## src/rtl/sreg_pkg.sv

```systemverilog
package sreg_pkg;
  localparam int DATA_W  = 32;
  localparam int CODE_W  = 6;
  localparam logic [CODE_W-1:0] TRAP_CODE = 6'h03;

  typedef enum logic [1:0] {
    LVL_USER  = 2'd0,
    LVL_KERN  = 2'd1,
    LVL_HYP   = 2'd2,
    LVL_MON   = 2'd3
  } lvl_e;

  typedef struct packed {
    logic ok;
    logic undef;
    logic trap;
    logic style;
    logic sel_sec;
  } verdict_t;
endpackage

```

## src/rtl/sreg_decode.sv

```systemverilog
module sreg_decode #(
  parameter logic [3:0] CP_ID  = 4'd15,
  parameter logic [2:0] OP1_ID = 3'd0,
  parameter logic [3:0] CRN_ID = 4'd10,
  parameter logic [3:0] CRM_ID = 4'd3,
  parameter logic [2:0] OP2_ID = 3'd1
) (
  input  logic [3:0] cp,
  input  logic [2:0] op1,
  input  logic [3:0] crn,
  input  logic [3:0] crm,
  input  logic [2:0] op2,
  output logic       hit
);
  localparam int NF = 5;
  logic [NF-1:0] fld_eq;

  always_comb begin
    fld_eq[0] = (cp  == CP_ID);
    fld_eq[1] = (op1 == OP1_ID);
    fld_eq[2] = (crn == CRN_ID);
    fld_eq[3] = (crm == CRM_ID);
    fld_eq[4] = (op2 == OP2_ID);
    hit       = &fld_eq;
  end
endmodule

```

## src/rtl/sreg_policy.sv

```systemverilog
module sreg_policy
  import sreg_pkg::*;
(
  input  logic [1:0] priv_lvl,
  input  logic       is_write,
  input  logic       hyp_en,
  input  logic       hyp_is64,
  input  logic       sec_ns,
  input  logic       sec_lock_a,
  input  logic       sec_lock_b,
  input  logic       trap_reg64,
  input  logic       trap_reg32,
  input  logic       trap_vmrd64,
  input  logic       trap_vmrd32,
  input  logic       trap_vmwr64,
  input  logic       trap_vmwr32,
  output verdict_t   verdict
);
  lvl_e lvl;
  logic vm64, vm32;
  logic chk64, chk32;

  always_comb begin
    lvl   = lvl_e'(priv_lvl);
    vm64  = is_write ? trap_vmwr64 : trap_vmrd64;
    vm32  = is_write ? trap_vmwr32 : trap_vmrd32;
    chk64 = hyp_en &&  hyp_is64;
    chk32 = hyp_en && !hyp_is64;
    verdict         = '0;
    verdict.style   = !hyp_is64;
    unique case (lvl)
      LVL_USER: verdict.undef = 1'b1;
      LVL_KERN: begin
        if      (chk64 && trap_reg64) verdict.trap = 1'b1;
        else if (chk32 && trap_reg32) verdict.trap = 1'b1;
        else if (chk64 && vm64)       verdict.trap = 1'b1;
        else if (chk32 && vm32)       verdict.trap = 1'b1;
        else                          verdict.ok   = 1'b1;
      end
      LVL_HYP: verdict.ok = 1'b1;
      LVL_MON: begin
        if (!sec_ns && is_write && (sec_lock_a || sec_lock_b)) begin
          verdict.undef = 1'b1;
        end else begin
          verdict.ok      = 1'b1;
          verdict.sel_sec = !sec_ns;
        end
      end
      default: verdict.undef = 1'b1;
    endcase
  end

  always_comb begin
    assert_verdict_exclusive_R10: assert ($onehot0({verdict.ok, verdict.undef, verdict.trap}));
  end
endmodule

```

## src/rtl/sreg_store.sv

```systemverilog
module sreg_store
  import sreg_pkg::*;
#(
  parameter int W = DATA_W
) (
  input  logic         clk,
  input  logic         rst_n,
  input  logic         wr_en,
  input  logic         sel_sec,
  input  logic [W-1:0] wr_data,
  output logic [W-1:0] rd_data
);
  logic [W-1:0] copy_sec_q, copy_ns_q;
  logic [W-1:0] copy_sec_d, copy_ns_d;
  logic         en_sec, en_ns;

  always_comb begin
    en_sec     = wr_en &&  sel_sec;
    en_ns      = wr_en && !sel_sec;
    copy_sec_d = wr_data;
    copy_ns_d  = wr_data;
    rd_data    = sel_sec ? copy_sec_q : copy_ns_q;
  end

  always_ff @(posedge clk or negedge rst_n) begin
    if (!rst_n) begin
      copy_sec_q <= '0;
    end else if (en_sec) begin
      copy_sec_q <= copy_sec_d;
    end
  end

  always_ff @(posedge clk or negedge rst_n) begin
    if (!rst_n) begin
      copy_ns_q <= '0;
    end else if (en_ns) begin
      copy_ns_q <= copy_ns_d;
    end
  end

  assert_idle_holds_R10: assert property (@(posedge clk) disable iff (!rst_n)
    !wr_en |=> ($stable(copy_sec_q) && $stable(copy_ns_q)));
  assert_sec_write_spares_ns_R7: assert property (@(posedge clk) disable iff (!rst_n)
    (wr_en && sel_sec) |=> $stable(copy_ns_q));
  assert_ns_write_spares_sec_R6: assert property (@(posedge clk) disable iff (!rst_n)
    (wr_en && !sel_sec) |=> $stable(copy_sec_q));
endmodule

```

## src/rtl/sreg_bank_ctrl.sv

```systemverilog
module sreg_bank_ctrl
  import sreg_pkg::*;
(
  input  logic              clk,
  input  logic              rst_n,
  input  logic              req_valid,
  input  logic              req_write,
  input  logic [3:0]        req_cp,
  input  logic [2:0]        req_op1,
  input  logic [3:0]        req_crn,
  input  logic [3:0]        req_crm,
  input  logic [2:0]        req_op2,
  input  logic [31:0]       req_wdata,
  input  logic [1:0]        priv_lvl,
  input  logic              hyp_en,
  input  logic              hyp_is64,
  input  logic              sec_ns,
  input  logic              sec_lock_a,
  input  logic              sec_lock_b,
  input  logic              trap_reg64,
  input  logic              trap_reg32,
  input  logic              trap_vmrd64,
  input  logic              trap_vmrd32,
  input  logic              trap_vmwr64,
  input  logic              trap_vmwr32,
  output logic              rsp_valid,
  output logic [31:0]       rsp_rdata,
  output logic              rsp_undef,
  output logic              rsp_trap,
  output logic [5:0]        rsp_trap_code,
  output logic              rsp_trap_style
);
  logic        hit, accept, wr_en;
  verdict_t    verdict;
  logic [DATA_W-1:0] store_rd;

  logic              valid_d, undef_d, trap_d, style_d;
  logic [DATA_W-1:0] rdata_d;
  logic [CODE_W-1:0] code_d;

  sreg_decode u_decode (
    .cp(req_cp), .op1(req_op1), .crn(req_crn), .crm(req_crm), .op2(req_op2),
    .hit(hit)
  );

  sreg_policy u_policy (
    .priv_lvl(priv_lvl), .is_write(req_write), .hyp_en(hyp_en), .hyp_is64(hyp_is64),
    .sec_ns(sec_ns), .sec_lock_a(sec_lock_a), .sec_lock_b(sec_lock_b),
    .trap_reg64(trap_reg64), .trap_reg32(trap_reg32),
    .trap_vmrd64(trap_vmrd64), .trap_vmrd32(trap_vmrd32),
    .trap_vmwr64(trap_vmwr64), .trap_vmwr32(trap_vmwr32),
    .verdict(verdict)
  );

  sreg_store #(.W(DATA_W)) u_store (
    .clk(clk), .rst_n(rst_n), .wr_en(wr_en), .sel_sec(verdict.sel_sec),
    .wr_data(req_wdata), .rd_data(store_rd)
  );

  always_comb begin
    accept  = req_valid && hit;
    wr_en   = accept && verdict.ok && req_write;
    valid_d = accept;
    undef_d = accept && verdict.undef;
    trap_d  = accept && verdict.trap;
    style_d = trap_d && verdict.style;
    code_d  = trap_d ? TRAP_CODE : '0;
    rdata_d = (accept && verdict.ok && !req_write) ? store_rd : '0;
  end

  always_ff @(posedge clk or negedge rst_n) begin
    if (!rst_n) begin
      rsp_valid      <= 1'b0;
      rsp_undef      <= 1'b0;
      rsp_trap       <= 1'b0;
      rsp_trap_style <= 1'b0;
      rsp_trap_code  <= '0;
      rsp_rdata      <= '0;
    end else begin
      rsp_valid      <= valid_d;
      rsp_undef      <= undef_d;
      rsp_trap       <= trap_d;
      rsp_trap_style <= style_d;
      rsp_trap_code  <= code_d;
      rsp_rdata      <= rdata_d;
    end
  end

  assert_resp_follows_req_R10: assert property (@(posedge clk) disable iff (!rst_n)
    rsp_valid |-> $past(req_valid));
  assert_user_level_undef_R2: assert property (@(posedge clk) disable iff (!rst_n)
    (req_valid && hit && priv_lvl == 2'd0) |=> (rsp_undef && !rsp_trap));
  assert_trap_code_R3: assert property (@(posedge clk) disable iff (!rst_n)
    rsp_trap |-> (rsp_trap_code == 6'h03 && rsp_valid));
  assert_refused_reads_zero_R10: assert property (@(posedge clk) disable iff (!rst_n)
    (rsp_trap || rsp_undef) |-> (rsp_rdata == '0));
  assert_locked_sec_write_R8: assert property (@(posedge clk) disable iff (!rst_n)
    (req_valid && hit && req_write && priv_lvl == 2'd3 && !sec_ns && (sec_lock_a || sec_lock_b))
    |=> rsp_undef);
  assert_no_trap_above_kern_R6: assert property (@(posedge clk) disable iff (!rst_n)
    (req_valid && priv_lvl >= 2'd2) |=> !rsp_trap);
endmodule

```

## config.mk

```make
export PLATFORM = sky130hd
export DESIGN_NAME = sreg_bank_ctrl
export DESIGN_NICKNAME = d
export VERILOG_FILES = /design/src/rtl/sreg_pkg.sv /design/src/rtl/sreg_decode.sv /design/src/rtl/sreg_policy.sv /design/src/rtl/sreg_store.sv /design/src/rtl/sreg_bank_ctrl.sv
export SDC_FILE = /design/constraint.sdc
export NUM_CORES = 1
export LEC_CHECK = 0
export CAP_MARGIN = 20
export CELL_PAD_IN_SITES_DETAIL_PLACEMENT = 1
export CELL_PAD_IN_SITES_GLOBAL_PLACEMENT = 2
export CORE_MARGIN = 8
export CORE_UTILIZATION = 32
export DETAILED_ROUTE_END_ITERATION = 6
export GPL_TIMING_DRIVEN = 0
export PLACE_DENSITY_LB_ADDON = 0.1
export SLEW_MARGIN = 20
export SYNTH_ARGS = -nofsm -noshare
export SYNTH_HDL_FRONTEND = slang
export SYNTH_SLANG_ARGS = --single-unit
```

## constraint.sdc

```tcl
create_clock -name clk -period 0.9 [get_ports clk]
set_input_delay 0.09 -clock clk [delete_from_list [all_inputs] [get_ports clk]]
set_output_delay 0.09 -clock clk [all_outputs]
set_load 0.01 [all_outputs]
```

==> results of run 1 <==
through the flow:
stage | setup slack, ps | util | cells | instance area, um2
after floorplan | -939 | - | 327 | 4490
after global placement | -4110 | 0.455 | 603 | 5750
after detailed placement | -1820 | 0.458 | 604 | 5780
after CTS | -886 | 0.516 | 640 | 6510
after global routing | -887 | 0.524 | 640 | 6610
final | -863 | 0.524 | 640 | 6610
cells in the final DEF, fill, tap and decap left out, types with 2 or more instances in the layout:
cell type,Yosys,routed
mux2_4,30,63
buf_6,4,25
clkbuf_16,0,15
clkbuf_2,0,10
buf_4,6,8
dfrtp_1,100,100
ha_1,4,2
buf_16,0,6
nor3_2,0,2
dlymetal6s2s_1,0,14
inv_1,6,6
a21oi_4,0,9
nor2_1,2,2
dlygate4sd2_1,0,4
nor3_4,0,2
conb_1,1,4
nand2_1,67,66
buf_12,0,12
buf_2,3,20
clkdlybuf4s50_1,0,36
nand4_1,3,3
clkbuf_8,0,3
clkbuf_1,11,7
nand3b_1,2,2
a21oi_2,0,23
mux2_2,31,2
clkdlybuf4s15_1,0,2
what timing repair did:
| item | 4_1_cts | 5_1_grt |
|---|---|---|
| pin swaps | 8 | 14 |
| gates cloned | 9 | 0 |
| gates resized for setup | 181 | 85 |
| buffers inserted | 11 | 2 |
| endpoints found under the hold margin | 47 | 47 |
| endpoints found under the setup margin | 138 | 138 |
per-layer routing:
metal / track usage / vias up / wire length (um)
li1: - / 1363 / -
met1: 0.175 / 1461 / 5070
met2: 0.244 / 62 / 5780
met3: 0.0518 / 13 / 583
met4: 0.0369 / 2 / 114
met5: 0 / - / 10
power breakdown:
| part | internal [mW] | switching (mW) | leakage [nW] |
|---|---|---|---|
| Sequential | 4.49 | 0.0000200 | 1.40 |
| Clock | 2.39 | 1.68 | 0.156 |
| Combinational | 0.317 | 0.265 | 1.66 |
| Total | 7.20 | 1.95 | 3.21 |
kinds of logic (layout without fill, tap and decap cells):
logic type / Yosys count / after routing
compound gates: 37 / 37
fa+ha+maj: 4 / 4
buf+inv: 30 / 171
flops: 100 / 100
mux: 66 / 66
other cells: 1 / 4
simple gates: 86 / 86
sequential cells by signal, indices dropped and copies added, names as in the netlist:
register	count
u_store.copy_sec_q	32
rsp_trap_style	1
rsp_undef	1
u_store.copy_ns_q	32
rsp_rdata	32
rsp_valid	1
rsp_trap_code	1
worst paths after layout:
kind	from	end	slack [ps]
worst max-delay path	req_write	u_store.copy_ns_q[27]	-860
worst min-delay path	rst_n	rsp_rdata[30]	-330
worst max register to register	u_store.copy_sec_q[10]	u_store.copy_sec_q[10]	130
worst min register to register	u_store.copy_ns_q[30]	u_store.copy_ns_q[30]	510
max in group asynchronous	rst_n	rsp_rdata[11]	610
min in group clk	hyp_is64	rsp_trap_style	100
cell type report:
type	count	area [um2]
buffer	23	310
clock buffer	13	270
clock inverter	3	43.8
fill	1301	6010
inverter	6	22.5
multi-input combinational	197	1890
sequential	100	2500
tap	172	215
timing repair buffer	126	1350
==> impl_results.rst, run 1 <==
.. list-table::
   :header-rows: 1

   * - Metric
     - Value
   * - Run status
     - finished, violations left
   * - Violations in the final reports
     - hold timing, setup timing
   * - Area share of xor/xnor cells in the synthesized design
     - 0
   * - Most used DFF post-synth
     - dfrtp_1
   * - Proportion of synthesized area in mux cells
     - 0.206
   * - Data arrival time of the worst path
     - 1990 ps
   * - Fraction of the mapped netlist area in simple logic gates
     - 0.0888
   * - Synth top cells by count
     - dfrtp_1 (100), nand2_1 (67), a21oi_1 (32)
   * - Number of instances in the synthesized netlist
     - 324
   * - Initial antenna violation count
     - 1
   * - Final worst clock skew
     - approximately 5 ps
   * - Post-layout worst setup margin
     - -863 ps
   * - Required @ worst endpoint
     - roughly 1100 ps
   * - Area of the core
     - about 0.013 mm2
   * - Area grow syn2layout
     - 59.5%
   * - Gr usage total
     - 0.146
   * - Hold Slack
     - -330 ps
   * - Buf/Inv on CP
     - 3
   * - Total wirelength of the detailed-routed design
     - approximately 12000 um
   * - Global-route wire length before repair
     - ~18000 um
   * - Clk_lat worst skew
     - about 350 ps
   * - Clk Tree Root Cell
     - clkbuf_16
   * - Synth Area per Inst
     - roughly 13 um2
   * - Kind of cell adding the most delay to the critical path
     - multiplexers
   * - Clock-pin slew reported for the worst setup and hold paths after clock tree synthesis
     - ~60 ps
   * - Final setup violating endpoints
     - between 100 and 150
   * - Area share of the largest cell type after synthesis
     - 0.604
   * - Antenna diode count
     - 0
   * - RSZ-0062 raised after global routing
     - true
   * - Seq/Total Area, Yosys
     - 0.604
   * - Share of flip-flops with an asynchronous set or reset
     - 1.00
   * - Layout cells sized above 1
     - 0.453
   * - Number of register bits inferred by synthesis
     - 100
   * - Pwr dens
     - 1380 mW/mm2
   * - Crit share post-route
     - 1.96
   * - Overall power consumption
     - roughly 9.1 mW
   * - Sink Count
     - 100
   * - Number of vias per cell after detailed routing
     - 4.53
   * - Kind of end point of the critical path
     - flop
   * - Count of buffers from port buffering
     - 104
   * - Area of the die
     - 0.0168 mm2
   * - Total via count after detailed routing
     - ~2.9k
   * - YS warnings
     - 0
   * - Number of rows created at floorplan
     - between 40 and 50
   * - Most frequent cell after synthesis
     - dfrtp_1
   * - Initial core utilization
     - 0.328
   * - Vias in the first global route
     - about 3.3k
   * - Leakage power
     - around 3.2 nW
   * - Stages on the worst setup path
     - 8
   * - Worst IR drop on VDD
     - about 0.92 mV
   * - Pins over their slew limit
     - 0
   * - Maximum clock frequency
     - 567 MHz
   * - Adder and majority cell fraction of the synthesized area
     - 0.0121
   * - Startpoint kind of the worst setup timing path
     - input port
   * - Number of remaining DRC errors
     - 0
   * - TritonCTS clock tree
     - built
   * - Overflow left after global routing
     - 0
   * - Maximum level of the CTS H-tree
     - 3
   * - Worst-margin pin slew
     - 587 ps
   * - Largest net degree at the start of global routing
     - 54
   * - Library cell occupying the most area in the post-synthesis netlist
     - dfrtp_1
   * - Initial DRC Count
     - 85
   * - Depth of the worst register-to-register path
     - 1
   * - Number of buffers created by CTS
     - 9
   * - ANT nets after route
     - 0
   * - Average wire per standard cell
     - roughly 18 um
   * - Largest fanout on the critical path
     - 7
   * - Max stage delay on crit path
     - about 400 ps
   * - Hold Violations, Final
     - 47
   * - Combined area of all synthesized cells
     - roughly 0.0041 mm2
   * - Largest cells by area after synthesis
     - dfrtp_1 (60%), mux2_4 (11%), mux2_2 (8.4%)
   * - Final #Nets
     - around 530
   * - Floorplan die height
     - roughly 130 um
   * - Number of flops mapped to enable cells by yosys
     - 0
   * - DR pass1 iterations
     - 4
   * - Combinational family with the most area after synthesis
     - multiplexers
   * - Area fraction in compound gates after synthesis
     - 0.0474
   * - I/O pin count
     - about 110
   * - Routability congestion estimate from global placement
     - roughly 0.72
   * - Worst-case clock buffer depth
     - 2
   * - Library cells used by synthesis
     - 30
   * - Max cap viols
     - 0
   * - Rel. slew slack
     - 0.608
   * - Final critical-path required period
     - about 1800 ps
   * - Worst Setup Path Type
     - input port to flop
   * - Tightest Hold Check Type
     - input port to asynchronous set/reset pin
   * - Setup TNS
     - -72740 ps
   * - Sequence of cells on the critical path
     - buf_12 > mux2_4 > o31a_1 > o2111a_1 > or3_4 > buf_12 > buf_16 > mux2_4
   * - Half-perimeter wire length after placement
     - roughly 7300 um
   * - Slowest library cell on the worst path
     - or3_4
   * - Die Width
     - ~130 um
No activity file was read; power rests on OpenSTA's default activity.
==> run 2, diff against run 1 <==
CORE_UTILIZATION = 35   (was 32)
CTS_BUF_LIST = sky130_fd_sc_hd__clkbuf_4   (was default)
clock period = 2.27 ns   (was 0.9 ns; I/O delays follow)
==> run 2 against run 1 <==
The run now ends clean. Global-route usage is 1.3 points lower. Non-clock buffer count decreased by 19. Hold slack improved by 590 ps. Final cell count down 7.5%. Routed wire length decreased by 14%. First-iteration DRC count up 53%. Count of clock-buffer cells in the layout is 2 lower. Sequential share of layout area rose by 7.2 points. Combinational power is 63% lower. Worst setup slack better by 1000 ps. Die area decreased by 7.5%. Design area fell by 16%. Highest routed layer is now met4.
==> impl_results.rst, run 2 (synthesis results as in run 1) <==
.. list-table::
   :header-rows: 1

   * - Metric
     - Value
   * - Number of buffers created by CTS
     - 9
   * - Worst-case clock buffer depth
     - 2
   * - Global-route wire length before repair
     - ~17000 um
   * - Die Width
     - 125 um
   * - Leakage power
     - 2.59 nW
   * - Vias in the first global route
     - 3241
   * - Area grow syn2layout
     - 33.9%
   * - Clk Tree Root Cell
     - clkbuf_4
   * - Worst-margin pin slew
     - 531 ps
   * - Area of the core
     - roughly 0.011 mm2
   * - Post-layout worst setup margin
     - between 150 and 200 ps
   * - Clk_lat worst skew
     - about 440 ps
   * - Total wirelength of the detailed-routed design
     - 9960 um
   * - Hold Violations, Final
     - 0
   * - Worst IR drop on VDD
     - between 0.2 and 0.3 mV
   * - ANT nets after route
     - 0
   * - Final #Nets
     - a little over 500
   * - Floorplan die height
     - roughly 120 um
   * - Initial antenna violation count
     - 0
   * - Startpoint kind of the worst setup timing path
     - input port
   * - Final critical-path required period
     - approximately 2100 ps
   * - Number of remaining DRC errors
     - 0
   * - Leading cell types in the layout, fill and taps excluded
     - clkdlybuf4s50_1 (102), dfrtp_1 (100), nand2_1 (67), a21oi_1 (32), mux2_2 (31)
   * - Clock-pin slew reported for the worst setup and hold paths after clock tree synthesis
     - about 140 ps
   * - Overflow left after global routing
     - 0
   * - Sink Count
     - 100
   * - Number of rows created at floorplan
     - 39
   * - Required @ worst endpoint
     - 2600 ps
   * - Half-perimeter wire length after placement
     - 7090 um
   * - Max cap viols
     - 0
   * - RSZ-0062 raised after global routing
     - false
   * - Average wire per standard cell
     - ~17 um
   * - TritonCTS clock tree
     - built
   * - Initial core utilization
     - 0.361
   * - DR pass1 iterations
     - 4
   * - Tightest Hold Check Type
     - input port to asynchronous set/reset pin
   * - Gr usage total
     - 0.133
   * - Final setup violating endpoints
     - 0
   * - Worst Setup Slack post-DPL
     - -636 ps
   * - Worst Setup Path Type
     - input port to flop
   * - Data arrival time of the worst path
     - between 2000 and 2500 ps
   * - Post-CTS Setup Repair Bufs
     - 0
   * - Kind of end point of the critical path
     - flop
   * - Pins over their slew limit
     - 0
   * - Initial DRC Count
     - 130
   * - Area of the die
     - between 0.015 and 0.02 mm2
   * - Antenna diode count
     - 0
   * - Maximum clock frequency
     - ~480 MHz
   * - Crit share post-route
     - 0.918
   * - Rel. slew slack
     - 0.646
   * - Run status
     - finished clean
   * - Maximum level of the CTS H-tree
     - 3
   * - Layout cells sized above 1
     - 0.212
   * - Biggest regs
     - rsp_rdata x32, u_store.copy_ns_q x32, u_store.copy_sec_q x32
   * - Fraction of the core area covered by cells at the end of the flow
     - 0.484
   * - Most common library cell in the layout ignoring fill and taps
     - clkdlybuf4s50_1
   * - I/O pin count
     - around 110
   * - Largest fanout on the critical path
     - 10
   * - Pwr dens
     - a little over 500 mW/mm2
   * - Largest net degree at the start of global routing
     - just over 60
   * - Total via count after detailed routing
     - roughly 2.8k
   * - Count of buffers from port buffering
     - between 100 and 150
   * - Routability congestion estimate from global placement
     - 0.700
   * - Final worst clock skew
     - between 8 and 9 ps
   * - Number of vias per cell after detailed routing
     - between 4 and 5
## run 2: final cells by class
cell class	instances	area, um2
plain buffers	24	163
clock buffers	11	82.6
clock inverters	5	27.5
fillers	1220	5920
inverters	6	22.5
multi-input cells	197	1500
flip-flops and latches	100	2500
well taps	143	179
repair buffers	106	1080
## run 2: power by group
group          total (mW)  switching [mW]  internal [mW]
clock               0.815           0.568          0.247
sequential           1.78      0.00000760           1.78
combinational       0.217          0.0927          0.124
total                2.81           0.661           2.15
## run 2: per-stage QoR
step / hold WS (ps) / area, um2 / std cells / setup TNS (ps) / total power [mW]
after CTS: 236 / 5540 / 592 / 0 / 2.88
after global placement: 467 / 5380 / 574 / -345660 / 2.03
after floorplan: -68.6 / 4160 / 327 / 0 / 1.85
after detailed placement: 177 / 5400 / 575 / -53600 / 2.04
after global routing: 248 / 5550 / 592 / 0 / 2.95
final: 257 / 5550 / 592 / 0 / 2.81
## run 2: worst paths after layout
check                                       from                    end  slack (ps)  cells after the start
max                                  trap_vmwr32   u_store.copy_ns_q[9]         190                      8
min in group clk                      trap_reg64       rsp_trap_code[0]         400                      3
min reg2reg                u_store.copy_sec_q[3]  u_store.copy_sec_q[3]         500                      1
min                                        rst_n  u_store.copy_ns_q[24]         260                      2
max in group asynchronous                  rst_n  u_store.copy_sec_q[0]        1370                      3
max reg2reg                u_store.copy_sec_q[9]  u_store.copy_sec_q[9]        1470                      1
## run 2: what timing repair did
| item | CTS | global route |
|---|---|---|
| cloned | 0 | 0 |
| setup endpoints to repair | 90 | 38 |
| endpoints found under the hold margin | 40 | 0 |
| hold buffers | 1 | 0 |
| resized for setup | 6 | 6 |
## run 2: worst max-delay path: stages
cell and delay, ps:
clkdlybuf4s50_1 400, mux2_1 290, o31a_1 270, o2111a_1 250
or3_1 360, buf_6 140, buf_6 160, mux2_4 300
## run 2: per-layer routing
metal	global-route usage	part of all wire
met1	0.152	0.42
met5	0	0
met4	0.0357	0.011
met3	0.0498	0.062
met2	0.229	0.51
